File: src/rtl/seg_xlate.sv
module seg_xlate #(
  parameter int SEG_W = 4,
  parameter int OFF_W = 12,
  parameter int PA_W  = 20
) (
  input  logic             clk,
  input  logic             rst_n,
  input  logic             tbl_we,
  input  logic [SEG_W-1:0] tbl_idx,
  input  logic [PA_W-1:0]  tbl_base,
  input  logic [OFF_W:0]   tbl_len,
  input  logic             tbl_ok,
  input  logic [2:0]       tbl_perm,
  input  logic             req_vld,
  input  logic [SEG_W-1:0] req_seg,
  input  logic [OFF_W-1:0] req_off,
  input  logic [1:0]       req_kind,
  output logic             rsp_vld,
  output logic [PA_W-1:0]  rsp_addr,
  output logic [1:0]       rsp_fault
);
  localparam int NSEG  = 1 << SEG_W;
  localparam int LEN_W = OFF_W + 1;
  localparam logic [1:0] F_NONE = 2'b00;
  localparam logic [1:0] F_INV  = 2'b01;
  localparam logic [1:0] F_LIM  = 2'b10;
  localparam logic [1:0] F_PERM = 2'b11;

  logic [PA_W-1:0]  base_q [NSEG];
  logic [LEN_W-1:0] len_q  [NSEG];
  logic [2:0]       perm_q [NSEG];
  logic [NSEG-1:0]  ok_q;

  always_ff @(posedge clk) begin
    if (!rst_n) ok_q <= '0;
    else if (tbl_we) ok_q[tbl_idx] <= tbl_ok;
  end

  always_ff @(posedge clk) begin
    if (tbl_we) begin
      base_q[tbl_idx] <= tbl_base;
      len_q[tbl_idx]  <= tbl_len;
      perm_q[tbl_idx] <= tbl_perm;
    end
  end

  logic            hit_ok, over, allowed;
  logic [1:0]      fault_d;
  logic [PA_W-1:0] sum;

  assign hit_ok  = ok_q[req_seg];
  assign over    = {1'b0, req_off} >= len_q[req_seg];
  assign allowed = (req_kind == 2'b11) ? 1'b0 : perm_q[req_seg][req_kind];
  assign sum     = base_q[req_seg] + PA_W'(req_off);
  assign fault_d = !hit_ok ? F_INV : over ? F_LIM : !allowed ? F_PERM : F_NONE;

  always_ff @(posedge clk) begin
    if (!rst_n) begin
      rsp_vld   <= 1'b0;
      rsp_addr  <= '0;
      rsp_fault <= F_NONE;
    end else begin
      rsp_vld <= req_vld;
      if (req_vld) begin
        rsp_fault <= fault_d;
        rsp_addr  <= (fault_d == F_NONE) ? sum : '0;
      end
    end
  end

  AST_RSP_AFTER_REQ: assert property (@(posedge clk) disable iff (!rst_n)
    req_vld |=> rsp_vld);
  AST_IDLE_AFTER_GAP: assert property (@(posedge clk) disable iff (!rst_n)
    !req_vld |=> !rsp_vld);
  AST_INVALID_WINS: assert property (@(posedge clk) disable iff (!rst_n)
    req_vld && !ok_q[req_seg] |=> rsp_fault == F_INV);
  AST_LIMIT_BEFORE_PERM: assert property (@(posedge clk) disable iff (!rst_n)
    req_vld && ok_q[req_seg] && ({1'b0, req_off} >= len_q[req_seg]) |=> rsp_fault == F_LIM);
  AST_WRITE_NEEDS_RIGHT: assert property (@(posedge clk) disable iff (!rst_n)
    req_vld && ok_q[req_seg] && !over && req_kind == 2'b01 && !perm_q[req_seg][1]
    |=> rsp_fault == F_PERM);
  AST_FAULT_ZERO_ADDR: assert property (@(posedge clk) disable iff (!rst_n)
    rsp_vld && rsp_fault != F_NONE |-> rsp_addr == '0);
  AST_RELOCATE: assert property (@(posedge clk) disable iff (!rst_n)
    rsp_vld && rsp_fault == F_NONE
    |-> rsp_addr - $past(base_q[req_seg]) == $past(PA_W'(req_off)));
endmodule

File: config.mk
export PLATFORM = sky130hd
export DESIGN_NAME = seg_xlate
export DESIGN_NICKNAME = d
export VERILOG_FILES = /design/src/rtl/seg_xlate.sv
export SDC_FILE = /design/constraint.sdc
export NUM_CORES = 1
export LEC_CHECK = 0
export BUFFER_PORTS_ARGS = -buffer_cell sky130_fd_sc_hd__clkbuf_2
export CORE_MARGIN = 2
export CORE_UTILIZATION = 25
export DETAILED_ROUTE_END_ITERATION = 16
export HOLD_SLACK_MARGIN = 0.03
export SYNTH_ARGS = -nofsm -noshare
export SYNTH_HDL_FRONTEND = slang
export SYNTH_SLANG_ARGS = --single-unit
File: constraint.sdc
create_clock -name clk -period 6.4 [get_ports clk]
set_input_delay 0.96 -clock clk [delete_from_list [all_inputs] [get_ports clk]]
set_output_delay 0.96 -clock clk [all_outputs]
set_load 0.02 [all_outputs]
==> results of run 1 <==
[layer usage]
metal  vias up  routed length [microns]
li1       5029                        -
met4         6                     1724
met5         -                       41
met2       393                    28640
met1      6277                    25790
met3        99                     4193
[area by class of cell]
| class | instances | area [sq um] | share of cell area |
|---|---|---|---|
| Antenna cell | 2 | 5.005 | 0.0001779 |
| Inverter | 14 | 52.55 | 0.001868 |
| Multi-Input combinational cell | 457 | 5851 | 0.2080 |
| Timing Repair Buffer | 118 | 691.9 | 0.02459 |
| Clock inverter | 29 | 161.4 | 0.005737 |
| Sequential cell | 615 | 18080 | 0.6426 |
| Tap cell | 1276 | 1597 | 0.05675 |
| Clock buffer | 82 | 1698 | 0.06035 |
[per-stage QoR]
| step | worst slack, ns | total power (uW) | cell area, sq um |
|---|---|---|---|
| final | 2.191 | 8386 | 28130 |
| after global routing | 1.860 | 8662 | 28130 |
| after CTS | 2.150 | 8461 | 28130 |
| after detailed placement | 1.486 | 5134 | 26270 |
| after global placement | 1.541 | 5117 | 26270 |
| after floorplan | 1.400 | 4920 | 24170 |
[cells by family (layout without fill, tap and decap cells)]
family	after synthesis	in the layout	synth area share
AO/OA/AOI/OAI	107	107	0.02868
XOR/XNOR	17	17	0.006160
adder cells (fa/ha/maj)	25	25	0.01325
buffers and inverters	62	243	0.01465
flip-flops	615	615	0.7479
multiplexers	188	188	0.1656
other	0	2	0
AND/OR/NAND/NOR	120	120	0.02376
[synth_stat cells (all sizes together) (2+ instances only)]
master,n,area share
a21oi,13,0.0027
ha,24,0.012
a21boi,12,0.0037
nand2b,4,0.0010
or3,2,0.00052
nand2,45,0.0070
o31ai,2,0.00062
nor2,22,0.0034
a211oi,2,0.00062
nor2b,13,0.0034
dfxtp,39,0.032
xnor2,5,0.0018
nand3b,3,0.00093
buf,29,0.0095
and2,5,0.0013
a31oi,2,0.00052
o21ai,40,0.0083
nand4,5,0.0013
xor2,12,0.0043
inv,14,0.0022
edfxtp,576,0.72
o21a,2,0.00062
mux4,169,0.16
o21bai,3,0.00093
a21o,3,0.00093
a22oi,16,0.0050
mux2i,18,0.0075
clkbuf,19,0.0030
nor3,7,0.0014
a22o,4,0.0014
nand3,10,0.0021
[worst reg2reg max path: cells and delay by family, from the launching register on]
family                   cells  cell delay (ns)
AO/OA/AOI/OAI                5             1.10
XOR/XNOR                     1             0.16
adder cells (fa/ha/maj)      2             0.71
flip-flops                   1             0.37
multiplexers                 2             0.95
AND/OR/NAND/NOR              1             0.15
[flip-flops by register name, summed over array words and instances (netlist names)]
name	flops
len_q	208
perm_q	48
base_q	320
ok_q	16
rsp_addr	20
rsp_fault	2
rsp_vld	1
[path summary, 6_finish.rpt]
kind            startpoint  cells past startpoint      endpoint
min            rsp_addr[4]                      2   rsp_addr[4]
max             req_seg[0]                     11  rsp_addr[15]
max reg2reg  base_q[11][0]                     11  rsp_addr[18]
min reg2reg    rsp_addr[4]                      2   rsp_addr[4]
[where the power goes]
group | switching, uW | internal [uW] | total, uW
clock | 1460 | 1880 | 3340
combinational | 325 | 225 | 549
sequential | 17.3 | 4480 | 4490
==> metrics.yaml, run 1 <==
slew_violations: 0
fin_tns_setup_ns: 0
final_cell_mix: "edfxtp_1, mux4_2, clkbuf_2"
grt_max_degree: 75
grtUsageMet1: 0.1603
clockBufferDepth: 3
root_buffer: "clkbuf_16"
drive_above_1_share: 0.2966
gp_congestion: 0.7646
cap_viol_max_count: 0
fillers: 9354
cpPeakStageDelay_ns: 0.56
critPathCaptureType: "flop"
timing.hold.ws_ns: 0.4504
maxSlewHeadroom: 0.1296
r2r_slack_ns: 2.85
worst-endpoint-arrival_ns: 4.72
htree_levels: 2
hold_class: "reg -> reg"
synth_warnings: 0
synth_nets: 1222
path_cells: "buf_8, buf_4, mux4_2, mux4_2, ha_1, nand3_1, o31ai_1, o41a_1, nand3_1, xnor2_1, o21ai_0"
powerDensity_nw_per_um2: 298.1
gr-usage-met3: 0.03013
synthesis.area_sq_um: 24170
final_cells: 2593
post-cts-setup-buffer-count: 0
wl_per_cell_microns: 23.29
antenna_left: 0
die_w_microns: 314.9
drt_iter0_drc: 1161
hold_buffers: 0
mostFrequentLayoutCell: "edfxtp_1"
min_period_ns: 4.209
clkSlewWorstSetupHoldPaths_ns: 0.06
grt_pass1_wl_microns: 86600
crit_family: "multiplexers"
ys.flop_type: "edfxtp_1"
rsz0062_at_grt: "false"
critPathSlowestCell: "mux4_2"
use_met2: 0.1923
io_buffers: 85
drcViolationCount: 0
avgSynthCellArea_sq_um: 21.31
overflow: 0
crit_type: "in -> reg"
vias: 11800
fin_skew_ns: 0.01541
core-area_sq_um: 96280
rows: 114
die_area_sq_um: 99180
setup_violations: 0
fmax_mhz: 237.6
synth-edff-count: 576
status: "completed"
worst-slew-pin-transition_ns: 1.289
worst_ep_required_time_ns: 6.91
syn2layout_area_growth_pct: 16.40
busiest_layer: "met2"
numCtsBuffers: 61
die_height_microns: 314.9
cts_tree: "done"
cp-start-kind: "primary input"
ys_ff_latch: 615
initial_core_util: 0.2510
critical_path.max_fanout: 56
grt_pass1_vias: 12290
utilization: 0.2922
p_leak_uw: 0.008859
track_usage: 0.1206
totalWireLength_microns: 60390
ctsResizeCount: 0
cp_num_buf_inv: 2
period_share: 0.6577
nets: 1355
clock_sinks: 615
ys_types: 51
async_flop_share: 0
antenna_found_initial: 8
ir_worst_vdd_mv: 0.1996
viasPerCell: 4.552
clock_latency_ns: 0.62
dp_cells: 2480
io_pins: 86
synthCells: 1134
drt_first_pass_iters: 5
hpwlAfterDp_microns: 35930
synth.yosys.seq_area_share: 0.7479
hold_viol: 0
No activity file was read; power rests on OpenSTA's default activity.
==> run 2, diff against run 1 <==
--- a/config.mk
+++ b/config.mk
@@ -5,6 +5,7 @@
 export SDC_FILE = /design/constraint.sdc
 export NUM_CORES = 1
 export LEC_CHECK = 0
+export ABC_AREA = 1
 export BUFFER_PORTS_ARGS = -buffer_cell sky130_fd_sc_hd__clkbuf_2
 export CORE_MARGIN = 2
 export CORE_UTILIZATION = 25
==> constraint.sdc (replaced) <==
create_clock -name clk -period 3.9 [get_ports clk]
set_input_delay 0.585 -clock clk [delete_from_list [all_inputs] [get_ports clk]]
set_output_delay 0.585 -clock clk [all_outputs]
set_load 0.02 [all_outputs]
==> run 2 against run 1 <==
  * Power rose by 71%
  * Final cell count is 32% higher
  * Core utilization barely moved
  * Die area increased by 4.5%
  * Critical endpoint is now rsp_addr[16]
  * Largest cell class unchanged
  * Highest routed layer unchanged
==> metrics.yaml, run 2 <==
grt_pass1_wl_microns: 103200
drcViolationCount: 0
dpl-instance-area_sq_um: 27290
htree_levels: 2
die_area_sq_um: 103700
grt_max_degree: 105
fin_ws_ns: 0.8795
synth.top_cells.by_count: "edfxtp_1, nor2_1, o21ai_0, nand2_1, nand3_1"
cp-start-kind: "primary input"
grt_pass1_vias: 15660
ir_worst_vdd_mv: 0.3662
largest_register_ffs: 320
fmax_mhz: 331.1
dp_slack_ns: 0.1861
period_share: 0.7745
viasPerCell: 4.692
antenna_found_initial: 12
drt_iter0_drc: 1740
status: "completed"
ys_ff_latch: 615
async_flop_share: 0
crit_type: "in -> reg"
vias: 16120
seq_power_share: 0.514
top_register: "base_q"
slew_violations: 0
final_cells: 3435
initial_core_util: 0.2524
synth_nets: 2098
cts_tree: "done"
gp_congestion: 0.7632
totalWireLength_microns: 70150
die_w_microns: 322.0
clockBufferDepth: 3
critPathCaptureType: "flop"
io_pins: 86
worst_ep_required_time_ns: 4.46
synth-edff-count: 576
mostFrequentLayoutCell: "edfxtp_1"
fillers: 10100
numCtsBuffers: 61
wl_per_cell_microns: 20.42
synthesis.area_sq_um: 25270
powerDensity_nw_per_um2: 490.3
dp_cells: 3318
p_int_uw: 11080
critical_path.max_fanout: 43
synth_warnings: 0
track_usage: 0.1335
swShare: 0.2290
worst-slew-pin-transition_ns: 0.8706
clock_latency_ns: 0.64
hold_class: "in -> reg"
core-area_sq_um: 100100
syn2layout_area_growth_pct: 15.96
drive_above_1_share: 0.1322
die_height_microns: 322.0
drt_first_pass_iters: 5
post-cts-setup-buffer-count: 0
power_frac_comb: 0.076
overflow: 0
synth_top_area_share: 0.6844
power_frac_clock: 0.410
cap_viol_max_count: 0
avgSynthCellArea_sq_um: 12.57
ctsResizeCount: 0
yosysTopAreaCell: "edfxtp_1"
antenna_left: 0
ys.flop_type: "edfxtp_1"
clkSlewWorstSetupHoldPaths_ns: 0.06
rows: 116
synth.yosys.seq_area_share: 0.7152
io_buffers: 85
hpwlAfterDp_microns: 39390
fin_skew_ns: 0.02462
synth.most_common_cell: "edfxtp_1"
final_cell_mix: "edfxtp_1, nor2_1, o21ai_0"
p_leak_uw: 0.009796
fin_tns_setup_ns: 0
rsz0062_at_grt: "false"
largestRegisters: "base_q: 320 flops, len_q: 208 flops, perm_q: 48 flops"
clock_sinks: 615
worst-endpoint-arrival_ns: 3.58
root_buffer: "clkbuf_16"
ys_types: 38
min_period_ns: 3.020
setup_violations: 0
synthTopCellsByArea: "edfxtp_1, nor2_1, o21ai_0, dfxtp_1, o221ai_1"
hold_viol: 0
stdcell_area_sq_um: 29310
maxSlewHeadroom: 0.4182
synthCells: 2010
utilization: 0.2927
nets: 2171
p_sw_uw: 3290
hold_buffers: 0
## run 2: cell types whose count changed in the layout (fill, tap and decap cells not counted), sizes merged, moves of 13 or more
| cell | previous run | this run |
|---|---|---|
| nand3 | 10 | 107 |
| o221ai | 0 | 77 |
| nor2b | 13 | 0 |
| mux4 | 169 | 0 |
| inv | 16 | 77 |
| o22ai | 0 | 24 |
| mux2i | 18 | 0 |
| nand2 | 45 | 188 |
| o21ai | 40 | 310 |
| nor2 | 22 | 357 |
| buf | 36 | 55 |
| a22oi | 16 | 0 |
| a21oi | 13 | 32 |
| o211ai | 0 | 48 |
## run 2: stage by stage
step	power (uW)	hold slack, ns
after floorplan	8197	0.4725
after global placement	8609	0.4384
after CTS	14470	0.2452
after global routing	14830	0.2927
after detailed placement	8620	0.4444
final	14370	0.2547
## run 2: layer usage
metal,global-route usage,routed length (microns)
met3,0.02792,5735
met4,0.04226,1732
met5,0,78
met2,0.2083,31790
met1,0.1852,30810
## run 2: cell families (layout without fill, tap and decap cells)
kind of cell,Yosys count,in the layout,synth area share
AO/OA/AOI/OAI,495,495,0.1176
XOR/XNOR,12,12,0.004159
adder cells (fa/ha/maj),25,25,0.01267
buffers and inverters,202,325,0.04223
flip-flops,615,615,0.7152
other,0,4,0
AND/OR/NAND/NOR,661,661,0.1081
## run 2: critical path, cell delays in order
cell and delay (ns):
buf_4 0.14, inv_4 0.37, buf_12 0.27, o21ai_0 0.11
o221ai_1 0.29, nand3_1 0.12, nand2_1 0.11, ha_1 0.20
fa_1 0.22, nand2_1 0.05, o21ai_0 0.25, nand3_1 0.12
nand4_1 0.15, nand2_1 0.13, nor2_4 0.14, nand2_1 0.06
nand3_1 0.06, nand2_1 0.07, o21ai_1 0.10
## run 2: layout make-up
type / count / area [sq um] / share of cell area
flip-flops and latches: 615 / 18080 / 0.6168
well taps: 1298 / 1624 / 0.05541
clock buffers: 83 / 1680 / 0.05733
diodes: 4 / 10.01 / 0.0003415
repair buffers: 137 / 1044 / 0.03560
inverters: 75 / 296.5 / 0.01012
clock inverters: 30 / 326.6 / 0.01114
multi-input cells: 1193 / 6250 / 0.2132
## run 2: path summary, 6_finish.rpt
check	start	to	slack, ns	cells past startpoint
max reg2reg	base_q[10][5]	rsp_addr[17]	1.17	17
max	req_seg[1]	rsp_addr[16]	0.88	19
min	tbl_ok	ok_q[14]	0.25	3
min reg2reg	rsp_fault[1]	rsp_fault[1]	0.45	2
## run 2: power by group through the flow
stage / logic (uW) / clock network, uW / registers [uW]
3_3_place_gp: 1090 / 0 / 7520
5_1_grt: 1220 / 6220 / 7390
2_1_floorplan: 669 / 0 / 7530
4_1_cts: 1100 / 5990 / 7380
3_5_place_dp: 1100 / 0 / 7520
6_report: 1100 / 5890 / 7380
==> run 3, diff against run 2 <==
==> constraint.sdc (replaced) <==
create_clock -name clk -period 2.6 [get_ports clk]
set_input_delay 0.39 -clock clk [delete_from_list [all_inputs] [get_ports clk]]
set_output_delay 0.39 -clock clk [all_outputs]
set_load 0.02 [all_outputs]
==> run 3 against run 2 <==
  * Die area unchanged
  * Worst setup slack worse by 0.77 ns
  * Final area up 4.7%
  * Register-to-register slack lost 1.1 ns
  * Largest cell class unchanged
  * Combinational power is 83% higher
  * Via count grew 3.8%
  * Wire length is 2.9% higher
  * Critical path type is now reg -> reg
  * Clock-buffer cell count is 9 higher
  * Core utilization up 1.4 points
  * Global-route usage is 0.38 points higher
  * Sequential share of layout area shrank 2.8 points
==> metrics.yaml, run 3 (synthesis gave the netlist of run 2 again) <==
status: "completed"
die_area_sq_um: 103700
rsz0062_at_grt: "true"
largest_register_ffs: 320
hold_viol: 0
power_frac_clock: 0.405
core-area_sq_um: 100100
die_w_microns: 322.0
power_uw: 21980
p_sw_uw: 5137
viasPerCell: 4.740
crit_type: "reg -> reg"
largestRegisters: "base_q: 320 flops, len_q: 208 flops, perm_q: 48 flops"
initial_core_util: 0.2524
powerDensity_nw_per_um2: 716.3
clkSlewWorstSetupHoldPaths_ns: 0.06
cp-start-kind: "flop"
grt_max_degree: 51
r2r-start: "len_q[2][7]"
clockBufferDepth: 3
numCtsBuffers: 66
cp-endpoint: "rsp_addr[17]"
htree_levels: 3
rows: 116
drive_above_1_share: 0.1899
vias: 16740
drt_first_pass_iters: 7
final_cell_mix: "edfxtp_1, nor2_1, o21ai_0"
drcViolationCount: 0
top_register: "base_q"
min_period_ns: 2.486
root_buffer: "clkbuf_16"
clock_sinks: 615
syn2layout_area_growth_pct: 21.44
r2r-end: "rsp_addr[17]"
p_int_uw: 16850
worst-endpoint-arrival_ns: 3.03
overflow: 0
utilization: 0.3065
die_height_microns: 322.0
worst_ep_required_time_ns: 3.14
maxSlewHeadroom: 0.6234
io_pins: 86
clock_latency_ns: 0.60
fmax_mhz: 402.3
critical_path.max_fanout: 3
r2r_cells: 21
hold_buffers: 0
period_share: 0.9560
antenna_left: 0
gp_congestion: 0.7876
grt_pass1_wl_microns: 105600
drt_iter0_drc: 1925
worst-slew-pin-transition_ns: 0.5649
r2r_slack_ns: 0.11
antenna_found_initial: 7
cap_viol_max_count: 0
ir_worst_vdd_mv: 0.4661
power_frac_comb: 0.091
cts_tree: "done"
critPathCaptureType: "flop"
track_usage: 0.1373
crit_path_start: "len_q[2][7]"
hpwlAfterDp_microns: 41950
seq_power_share: 0.504
mostFrequentLayoutCell: "edfxtp_1"
swShare: 0.2337
setup_violations: 0
hold_class: "in -> reg"
grt_pass1_vias: 16070
slew_violations: 0
wl_per_cell_microns: 20.45
n_antenna_cell: 0
fin_skew_ns: 0.02304
p_leak_uw: 0.01040
totalWireLength_microns: 72210
nets: 2272
io_buffers: 85
run 3: changes by cell type in the layout (fill, tap and decap cells not counted), moves of 10 or more:
| cell | before | now |
|---|---|---|
| buf_12 | 17 | 46 |
| nand2_1 | 179 | 167 |
| ha_1 | 24 | 13 |
| o21ai_1 | 38 | 77 |
| ha_4 | 0 | 10 |
| nand2_2 | 6 | 17 |
| buf_4 | 37 | 103 |
| o21ai_0 | 261 | 216 |
run 3: metal layers:
metal  track usage  routed length [microns]
met4       0.03520                     1498
met1        0.1977                    32280
met2        0.2094                    32260
met5             0                       41
met3       0.02873                     6122
run 3: how the worst min path moves through the flow:
stage	startpoint	endpoint	depth (start not counted)
3_3_place_gp	rsp_addr[5]	rsp_addr[5]	2
3_5_place_dp	rsp_addr[5]	rsp_addr[5]	2
6_report	tbl_ok	ok_q[13]	3
4_1_cts	tbl_ok	ok_q[13]	3
2_1_floorplan	ok_q[13]	ok_q[13]	2
5_1_grt	tbl_ok	ok_q[13]	3
run 3: layout make-up:
cell class | instances | area, sq um
clock buffer | 92 | 1843
clock inverter | 25 | 186.4
fill | 9961 | 69450
inverter | 75 | 315.3
multi-input combinational | 1193 | 6520
sequential | 615 | 18080
tap | 1298 | 1624
timing repair buffer | 232 | 2116
timing repair inverter | 1 | 11.26
run 3: power by group through the flow:
stage	sequential [uW]	combinational [uW]	clock (uW)
after detailed placement	11300	1940	0
final	11100	2010	8900
after global routing	11100	2210	9410
after CTS	11100	1950	9040
after floorplan	11300	1100	0
after global placement	11300	1930	0
run 3: timing repair:
action                                  CTS  global route
pin swaps                                 0            29
buffers inserted                          0             2
endpoints found under the setup margin    1            22
cloned                                    0             1
gates resized for setup                   1            63
run 3: metrics by stage:
stage	setup slack, ns	TNS, ns	area [sq um]	hold WS (ns)	std cells
after floorplan	-0.2476	-6.245	25670	0.4725	2010
after global placement	-0.6515	-8.813	28480	0.4416	3412
after detailed placement	-0.6247	-9.166	28480	0.4466	3412
after CTS	0.02650	0	30510	0.03644	3529
after global routing	-0.09470	-0.9901	30690	0.05393	3531
final	0.1143	0	30690	0.06170	3531
run 3: critical path, cell delays in order (launching register included):
cell and delay [ns]:
edfxtp_1 0.36, o21ai_1 0.14, o22ai_1 0.12, o211ai_1 0.20
nand2_1 0.11, inv_2 0.08, ha_4 0.20, nand2_4 0.06
inv_2 0.04, a21oi_2 0.11, nand2_1 0.05, nor2_1 0.10
nand2_1 0.07, nand2_1 0.07, nand2_1 0.06, nand2_1 0.06
nand2_1 0.05, nand2_2 0.11, nand2_2 0.10, nor2_4 0.18
nand3_1 0.09, nand2_1 0.07
